`config.mk`:
```
export PLATFORM = sky130hd
export DESIGN_NAME = stack_seq
export DESIGN_NICKNAME = d
export VERILOG_FILES = /design/src/rtl/stack_seq_pkg.sv /design/src/rtl/stack_seq_plan.sv /design/src/rtl/stack_seq_ptr.sv /design/src/rtl/stack_seq_result.sv /design/src/rtl/stack_seq.sv
export SDC_FILE = /design/constraint.sdc
export NUM_CORES = 1
export LEC_CHECK = 0
export ABC_AREA = 1
export BUFFER_PORTS_ARGS = -buffer_cell sky130_fd_sc_hd__buf_2
export CORE_AREA = 10 10 161 163
export CTS_BUF_LIST = sky130_fd_sc_hd__clkbuf_4 sky130_fd_sc_hd__clkbuf_8
export CTS_CLUSTER_SIZE = 16
export DETAILED_ROUTE_END_ITERATION = 12
export DIE_AREA = 0 0 171 173
export SETUP_SLACK_MARGIN = 0.2
export SLEW_MARGIN = 20
export SYNTH_ARGS = -nofsm -noshare
export SYNTH_HDL_FRONTEND = slang
export SYNTH_SLANG_ARGS = --single-unit
```
`constraint.sdc`:
```
create_clock -name clk -period 2 [get_ports clk]
set_input_delay 0.4 -clock clk [delete_from_list [all_inputs] [get_ports clk]]
set_output_delay 0.4 -clock clk [all_outputs]
set_load 0.01 [all_outputs]
```
`src/rtl/stack_seq_pkg.sv`:
```
// Shared types for the stack sequencer.
// Holds the operation codes, the per-step micro action record and the
// status-bit helpers. Assumes 8-bit data and a 16-bit program counter.
package stack_seq_pkg;

    localparam int BYTE_W = 8;
    localparam int PC_W   = 2 * BYTE_W;
    localparam int OP_W   = 4;
    localparam int STEP_W = 2;

    localparam logic [OP_W-1:0] OP_CALL  = 4'd0;
    localparam logic [OP_W-1:0] OP_RET   = 4'd1;
    localparam logic [OP_W-1:0] OP_BRK   = 4'd2;
    localparam logic [OP_W-1:0] OP_RTI   = 4'd3;
    localparam logic [OP_W-1:0] OP_PUSHA = 4'd4;
    localparam logic [OP_W-1:0] OP_PULLA = 4'd5;
    localparam logic [OP_W-1:0] OP_PUSHS = 4'd6;
    localparam logic [OP_W-1:0] OP_PULLS = 4'd7;
    localparam logic [OP_W-1:0] OP_TXS   = 4'd8;
    localparam logic [OP_W-1:0] OP_TSX   = 4'd9;

    localparam int FLAG_N = 7;
    localparam int FLAG_Z = 1;
    localparam logic [BYTE_W-1:0] FIXED_MASK = 8'h30;

    typedef enum logic [1:0] {ACT_NONE, ACT_WR, ACT_RD} act_e;
    typedef enum logic [1:0] {SRC_RET_HI, SRC_RET_LO, SRC_STAT, SRC_ACC} src_e;
    typedef enum logic [1:0] {DST_PCL, DST_PCH, DST_STAT, DST_ACC} dst_e;

    typedef struct packed {
        act_e act;
        src_e src;
        dst_e dst;
        logic last;
    } step_t;

    // Update N and Z in a status image from a data value.
    function automatic logic [BYTE_W-1:0] with_nz(input logic [BYTE_W-1:0] st,
                                                  input logic [BYTE_W-1:0] v);
        logic [BYTE_W-1:0] r;
        r         = st;
        r[FLAG_N] = v[BYTE_W-1];
        r[FLAG_Z] = (v == '0);
        return r;
    endfunction

    // Merge a pulled status byte, keeping the fixed bits of the current one.
    function automatic logic [BYTE_W-1:0] keep_fixed(input logic [BYTE_W-1:0] pulled,
                                                     input logic [BYTE_W-1:0] cur);
        return (pulled & ~FIXED_MASK) | (cur & FIXED_MASK);
    endfunction

endpackage

```
`src/rtl/stack_seq_plan.sv`:
```
// Step table of the stack sequencer.
// Maps (operation, step index) to one memory action per cycle: what to
// write, where read data goes, and whether this step is the final one.
// Assumes the step index never passes the last step of the operation.
module stack_seq_plan
    import stack_seq_pkg::*;
(
    input  logic [OP_W-1:0]   op,
    input  logic [STEP_W-1:0] step,
    output step_t             cur
);

    // Purpose: decode the action for the current step.
    always_comb begin
        cur = '{act: ACT_NONE, src: SRC_RET_HI, dst: DST_PCL, last: 1'b1};
        case (op)
            OP_CALL: begin
                cur.act  = ACT_WR;
                cur.src  = (step == 2'd0) ? SRC_RET_HI : SRC_RET_LO;
                cur.last = (step == 2'd1);
            end
            OP_RET: begin
                cur.act  = ACT_RD;
                cur.dst  = (step == 2'd0) ? DST_PCL : DST_PCH;
                cur.last = (step == 2'd1);
            end
            OP_BRK: begin
                cur.act  = ACT_WR;
                case (step)
                    2'd0:    cur.src = SRC_RET_HI;
                    2'd1:    cur.src = SRC_RET_LO;
                    default: cur.src = SRC_STAT;
                endcase
                cur.last = (step == 2'd2);
            end
            OP_RTI: begin
                cur.act  = ACT_RD;
                case (step)
                    2'd0:    cur.dst = DST_STAT;
                    2'd1:    cur.dst = DST_PCL;
                    default: cur.dst = DST_PCH;
                endcase
                cur.last = (step == 2'd2);
            end
            OP_PUSHA: begin
                cur.act = ACT_WR;
                cur.src = SRC_ACC;
            end
            OP_PULLA: begin
                cur.act = ACT_RD;
                cur.dst = DST_ACC;
            end
            OP_PUSHS: begin
                cur.act = ACT_WR;
                cur.src = SRC_STAT;
            end
            OP_PULLS: begin
                cur.act = ACT_RD;
                cur.dst = DST_STAT;
            end
            default: ;
        endcase
    end

endmodule

```
`src/rtl/stack_seq_ptr.sv`:
```
// Stack pointer register.
// Holds SP, moves it by one on a push or a pull, or loads it outright.
// Also gives SP+1, the pull address index. Wraps modulo 256 by width.
module stack_seq_ptr
    import stack_seq_pkg::*;
#(
    parameter logic [BYTE_W-1:0] SP_INIT = 8'hFF
)(
    input  logic              clk,
    input  logic              rst_n,
    input  logic              push,
    input  logic              pull,
    input  logic              load,
    input  logic [BYTE_W-1:0] load_val,
    output logic [BYTE_W-1:0] sp,
    output logic [BYTE_W-1:0] sp_up
);

    assign sp_up = sp + 8'd1;

    // Purpose: update SP; a load wins over a push or a pull.
    always_ff @(posedge clk) begin
        if (!rst_n)    sp <= SP_INIT;
        else if (load) sp <= load_val;
        else if (push) sp <= sp - 8'd1;
        else if (pull) sp <= sp_up;
    end

endmodule

```
`src/rtl/stack_seq_result.sv`:
```
// Result assembly for the stack sequencer.
// Captures returning read bytes into scratch registers and, on commit,
// forms pc_out, status_out, acc_out and x_out for the finished command.
// The byte arriving in the commit cycle is taken straight from rdata.
module stack_seq_result
    import stack_seq_pkg::*;
(
    input  logic              clk,
    input  logic              rst_n,
    input  logic              cap_en,
    input  dst_e              cap_dst,
    input  logic [BYTE_W-1:0] rdata,
    input  logic              commit,
    input  logic [OP_W-1:0]   op,
    input  logic [PC_W-1:0]   pc,
    input  logic [PC_W-1:0]   target,
    input  logic [BYTE_W-1:0] status,
    input  logic [BYTE_W-1:0] sp_now,
    output logic [PC_W-1:0]   pc_out,
    output logic [BYTE_W-1:0] status_out,
    output logic [BYTE_W-1:0] acc_out,
    output logic [BYTE_W-1:0] x_out
);

    logic [BYTE_W-1:0] pcl_q, pch_q, st_q, acc_q;
    logic [BYTE_W-1:0] m_pcl, m_pch, m_st, m_acc;
    logic [PC_W-1:0]   pulled_pc;

    // Purpose: latch each returning byte into its scratch register.
    always_ff @(posedge clk) begin
        if (!rst_n) begin
            pcl_q <= '0;
            pch_q <= '0;
            st_q  <= '0;
            acc_q <= '0;
        end else if (cap_en) begin
            case (cap_dst)
                DST_PCL:  pcl_q <= rdata;
                DST_PCH:  pch_q <= rdata;
                DST_STAT: st_q  <= rdata;
                default:  acc_q <= rdata;
            endcase
        end
    end

    // Purpose: view the scratch bytes with the byte arriving this cycle.
    always_comb begin
        m_pcl = (cap_en && cap_dst == DST_PCL)  ? rdata : pcl_q;
        m_pch = (cap_en && cap_dst == DST_PCH)  ? rdata : pch_q;
        m_st  = (cap_en && cap_dst == DST_STAT) ? rdata : st_q;
        m_acc = (cap_en && cap_dst == DST_ACC)  ? rdata : acc_q;
        pulled_pc = {m_pch, m_pcl};
    end

    // Purpose: form the visible results when a command completes.
    always_ff @(posedge clk) begin
        if (!rst_n) begin
            pc_out     <= '0;
            status_out <= '0;
            acc_out    <= '0;
            x_out      <= '0;
        end else if (commit) begin
            case (op)
                OP_CALL, OP_BRK: begin
                    pc_out     <= target;
                    status_out <= status;
                end
                OP_RET: begin
                    pc_out     <= pulled_pc + 16'd1;
                    status_out <= status;
                end
                OP_RTI: begin
                    pc_out     <= pulled_pc;
                    status_out <= keep_fixed(m_st, status);
                end
                OP_PULLA: begin
                    pc_out     <= pc;
                    acc_out    <= m_acc;
                    status_out <= with_nz(status, m_acc);
                end
                OP_PULLS: begin
                    pc_out     <= pc;
                    status_out <= keep_fixed(m_st, status);
                end
                OP_TSX: begin
                    pc_out     <= pc;
                    x_out      <= sp_now;
                    status_out <= with_nz(status, sp_now);
                end
                default: begin
                    pc_out     <= pc;
                    status_out <= status;
                end
            endcase
        end
    end

endmodule

```
`src/rtl/stack_seq.sv`:
```
// Call, return and interrupt stack sequencer (top).
// Accepts one command while idle, walks its step table one memory access
// per cycle, waits one extra cycle after a final read for the data, then
// commits results and pulses done. Assumes a synchronous byte memory
// with one cycle of read latency; start is ignored while busy.
module stack_seq
    import stack_seq_pkg::*;
#(
    parameter logic [BYTE_W-1:0] PAGE    = 8'h01,
    parameter logic [BYTE_W-1:0] SP_INIT = 8'hFF
)(
    input  logic              clk,
    input  logic              rst_n,
    input  logic              start,
    input  logic [OP_W-1:0]   op,
    input  logic [PC_W-1:0]   pc_in,
    input  logic [PC_W-1:0]   target_in,
    input  logic [BYTE_W-1:0] status_in,
    input  logic [BYTE_W-1:0] acc_in,
    input  logic [BYTE_W-1:0] x_in,
    output logic [PC_W-1:0]   mem_addr,
    output logic              mem_we,
    output logic              mem_re,
    output logic [BYTE_W-1:0] mem_wdata,
    input  logic [BYTE_W-1:0] mem_rdata,
    output logic [BYTE_W-1:0] sp,
    output logic              busy,
    output logic              done,
    output logic [PC_W-1:0]   pc_out,
    output logic [BYTE_W-1:0] status_out,
    output logic [BYTE_W-1:0] acc_out,
    output logic [BYTE_W-1:0] x_out
);

    typedef enum logic [1:0] {S_IDLE, S_RUN, S_DRAIN, S_FIN} state_e;

    state_e            state_q, state_d;
    logic [STEP_W-1:0] step_q;
    logic [OP_W-1:0]   op_q;
    logic [PC_W-1:0]   pc_q, ret_q, tgt_q;
    logic [BYTE_W-1:0] st_q, acc_q, x_q;
    logic              rd_pend_q;
    dst_e              rd_dst_q;
    step_t             cur;
    logic [BYTE_W-1:0] sp_up;
    logic              run, do_wr, do_rd, do_load, commit;

    stack_seq_plan u_plan (
        .op   (op_q),
        .step (step_q),
        .cur  (cur)
    );

    assign run     = (state_q == S_RUN);
    assign do_wr   = run && (cur.act == ACT_WR);
    assign do_rd   = run && (cur.act == ACT_RD);
    assign do_load = run && (op_q == OP_TXS);
    assign commit  = (run && cur.last && cur.act != ACT_RD) || (state_q == S_DRAIN);

    stack_seq_ptr #(.SP_INIT(SP_INIT)) u_ptr (
        .clk      (clk),
        .rst_n    (rst_n),
        .push     (do_wr),
        .pull     (do_rd),
        .load     (do_load),
        .load_val (x_q),
        .sp       (sp),
        .sp_up    (sp_up)
    );

    stack_seq_result u_res (
        .clk        (clk),
        .rst_n      (rst_n),
        .cap_en     (rd_pend_q),
        .cap_dst    (rd_dst_q),
        .rdata      (mem_rdata),
        .commit     (commit),
        .op         (op_q),
        .pc         (pc_q),
        .target     (tgt_q),
        .status     (st_q),
        .sp_now     (sp),
        .pc_out     (pc_out),
        .status_out (status_out),
        .acc_out    (acc_out),
        .x_out      (x_out)
    );

    // Purpose: next-state decode of the command sequencer.
    always_comb begin
        state_d = state_q;
        case (state_q)
            S_IDLE:  if (start) state_d = S_RUN;
            S_RUN:   if (cur.last) state_d = (cur.act == ACT_RD) ? S_DRAIN : S_FIN;
            S_DRAIN: state_d = S_FIN;
            default: state_d = S_IDLE;
        endcase
    end

    // Purpose: state, step counter and command latch.
    always_ff @(posedge clk) begin
        if (!rst_n) begin
            state_q <= S_IDLE;
            step_q  <= '0;
            op_q    <= '0;
            pc_q    <= '0;
            ret_q   <= '0;
            tgt_q   <= '0;
            st_q    <= '0;
            acc_q   <= '0;
            x_q     <= '0;
        end else begin
            state_q <= state_d;
            if (state_q == S_IDLE && start) begin
                step_q <= '0;
                op_q   <= op;
                pc_q   <= pc_in;
                ret_q  <= pc_in + 16'd2;
                tgt_q  <= target_in;
                st_q   <= status_in;
                acc_q  <= acc_in;
                x_q    <= x_in;
            end else if (run && !cur.last) begin
                step_q <= step_q + 2'd1;
            end
        end
    end

    // Purpose: remember where the byte returning next cycle belongs.
    always_ff @(posedge clk) begin
        if (!rst_n) begin
            rd_pend_q <= 1'b0;
            rd_dst_q  <= DST_PCL;
        end else begin
            rd_pend_q <= do_rd;
            rd_dst_q  <= cur.dst;
        end
    end

    // Purpose: drive the stack memory port for the current step.
    always_comb begin
        mem_we   = do_wr;
        mem_re   = do_rd;
        mem_addr = {PAGE, (do_rd ? sp_up : sp)};
        case (cur.src)
            SRC_RET_HI: mem_wdata = ret_q[PC_W-1:BYTE_W];
            SRC_RET_LO: mem_wdata = ret_q[BYTE_W-1:0];
            SRC_STAT:   mem_wdata = st_q | FIXED_MASK;
            default:    mem_wdata = acc_q;
        endcase
    end

    assign busy = (state_q != S_IDLE);
    assign done = (state_q == S_FIN);

endmodule

```
==> metrics.txt <==
status=complete, but fails checks; failing checks=negative setup slack; power density over the cells=1110 nW/um2; final global-route overflow total=0; wire length per cell=17.3 um; RSZ-0062 raised after global routing=true; area delta synth->final=38.9%; commonest non-fill, non-tap cells in the layout=dfxtp_1 (147), nand2_1 (140), buf_2 (129); core area=between 20,000 and 25,000 um2; synthesized instance count=1,002; Crit path required time=1.60 ns; Peak Freq=413 MHz; # IOs=147; synthesis-stage register bit count=160; share of cells above drive strength 1=0.357; CP top delay family=simple AND/OR/NAND/NOR gates; DIE AREA=29,600 um2; largest net degree at the start of global routing=56; Final Hold Violating Endpoints=0; Slew headroom=0.607; largest cells by area after synthesis=dfxtp_1 (42%), nand2_1 (8.0%), o21ai_0 (6.6%), inv_1 (6.0%), a21oi_1 (4.6%); Startpoint Class=flip-flop; sequential share of power=0.358; CP max stage delay=0.37 ns; Psw=between 4 and 5 mW; Setup CP Type=reg -> out; CP bufs+invs=3; Avg Inst Size Synth=roughly 7.6 um2; Slowest-stage cell, CP=dfxtp_4; global-route wire length before repair=39,200 um; clock-pin slew on the worst setup and hold paths=~0.09 ns; clock skew=0.0103 ns; post-synthesis compound-gate area fraction=0.208; number of global-route vias before repair=between 7,000 and 8,000; clk buf depth=2; CTS root buf=clkbuf_8; post-synth top area share=0.423; initial antenna violation count=2; Synth Area in Simple Gates=0.222; synth warn=0; Max Slew Vio Count=0; Post-synth top flop=dfxtp_1; static leakage=4.68 nW; Buffers on Ports=138; overall routing resource usage=0.167; CTS Buf Count=17; multiplexer share of the synthesized area=0.00661; commonest non-fill, non-tap cell in the layout=dfxtp_1; fin worst setup slack=-0.419 ns; main combinational cell family by area after synthesis=simple AND/OR/NAND/NOR gates; WL final=26,400 um; # nets final=1,313; Initial DRT Pass Iterations=5; H-tree levels=4; # rows=55; P_int=7.30 mW; pin slew with the least headroom to its limit=about 0.59 ns; placed cell area=about 8900 um2; Placer Congestion=between 0.8 and 0.9; worst hold path class=in -> reg; design area=10,500 um2; setup violators final=17; Crit Path Max Fanout=8; Sw Share=0.376; synthesized area=7570 um2; post-route ant nets=0; crit-path most repeated cell=nor2_4; final core occ=0.466; crit path cell chain=nor2_4, inv_2, nor2_4, nand4_1, nand2_2, inv_2, nor2_4, nand2_1, o2111ai_2, buf_2; Post-Synth Adder-Cell Area=0.0215; Total Power=11.7 mW; Hold-fix buffers, CTS=0; CTS Sinks=160; Min Hold Slack=between 0.1 and 0.15 ns; Initial Util=0.335; post-synthesis sequential area ratio=0.423; routed vias/inst=5.01; fraction of registers with async set/reset=0; DRC violations left=0; initial DRC count=539; post-route minimum period=2.42 ns; Critical Path AT=slightly above 2 ns; clock share of power=0.235; combinational power share=0.407; Netlist cell types=50; Worst Setup End Kind=output port; Die Y=173 um; Synth area leader=dfxtp_1; CTS tree=yes; vias=7,658; Post-synth EDFFs=0; worst vdd ir=0.549 mV; post-synthesis xor/xnor area fraction=0.0173; maxcap violations=0; Tcrit/Tclk final=1.21; clock latency on the worst-skew pair=0.48 ns; detailed placer's ending HPWL=18,700 um; die width=roughly 170 um
==> cell type report <==
| cell class | instances | area [um2] |
|---|---|---|
| inverters | 130 | 517 |
| clock inverters | 14 | 204 |
| repair inverters | 1 | 6.26 |
| diodes | 2 | 5.00 |
| flip-flops and latches | 160 | 3240 |
| well taps | 285 | 357 |
| fillers | 2174 | 12100 |
| clock buffers | 18 | 248 |
| multi-input cells | 668 | 4180 |
| repair buffers | 251 | 1760 |
==> flip-flops by register name (all words and copies together), names as in the netlist, 6 cells and up <==
name and flops:
acc_q 8, pc_q 16, ret_q 15, st_q 8, tgt_q 16, u_ptr.sp 8, u_res.acc_out 8, u_res.acc_q 8
u_res.pc_out 16, u_res.pch_q 8, u_res.pcl_q 8, u_res.st_q 6, u_res.status_out 8, u_res.x_out 8, x_q 8
==> cells by family (layout without fill, tap and decap cells) <==
kind of cell    after synthesis  after routing
simple gates                362            364
buf+inv                     182            414
other cells                   2             10
xor+xnor                     15             15
fa+ha+maj                    13             13
mux                           5              5
flops                       160            160
compound gates              263            263
==> power groups by stage <==
stage / sequential (mW) / combinational [mW] / clock [mW]
floorplan: 4.19 / 2.05 / 0
global placement: 4.21 / 3.43 / 0
detailed placement: 4.21 / 3.47 / 0
CTS: 4.17 / 4.02 / 2.81
global route: 4.25 / 5.20 / 2.92
finish: 4.19 / 4.76 / 2.75
==> metal layers <==
layer | global-route usage | part of all wire
met1 | 0.211 | 0.43
met2 | 0.269 | 0.48
met3 | 0.0371 | 0.061
met4 | 0.0620 | 0.029
met5 | 0 | 0
==> worst paths after layout <==
check                      start              end  slack [ns]  cells after the start
hold reg to reg   u_res.x_out[3]   u_res.x_out[3]        0.45                      2
hold / removal     target_in[12]        tgt_q[12]        0.11                      3
setup reg to reg       step_q[0]  u_res.pc_out[2]        0.15                     12
setup / recovery         op_q[3]     mem_wdata[1]       -0.42                     10
==> cells in the mapped netlist (9+ instances only) <==
| library cell | n |
|---|---|
| nand2_2 | 11 |
| nand3_1 | 51 |
| nor3_1 | 10 |
| nor2_1 | 87 |
| o21ai_0 | 100 |
| nand2_1 | 162 |
| clkbuf_1 | 32 |
| buf_4 | 9 |
| o22ai_1 | 13 |
| ha_1 | 13 |
| a21oi_1 | 70 |
| inv_1 | 122 |
| dfxtp_1 | 160 |
| a211oi_1 | 10 |
| a22o_1 | 19 |
==> worst min-delay path, stage by stage <==
cell	delay, ns
buf_2	0.07
nand2_1	0.04
o21ai_0	0.05
==> repair_timing <==
action                     CTS  global route
setup endpoints to repair   53            66
pin swaps                   40            40
hold endpoints to repair     0             0
cloned                       0             5
gates resized for setup     95           111
setup buffers               34            28
==> per-stage QoR <==
| step | instances | TNS [ns] | setup WS [ns] |
|---|---|---|---|
| final | 1529 | -5.01 | -0.419 |
| after floorplan | 1008 | 0 | 0.202 |
| after global routing | 1527 | -6.63 | -0.544 |
| after global placement | 1428 | 0 | 0.00654 |
| after detailed placement | 1428 | -0.279 | -0.0542 |
| after CTS | 1494 | -4.69 | -0.417 |
No activity file was read; power rests on OpenSTA's default activity.
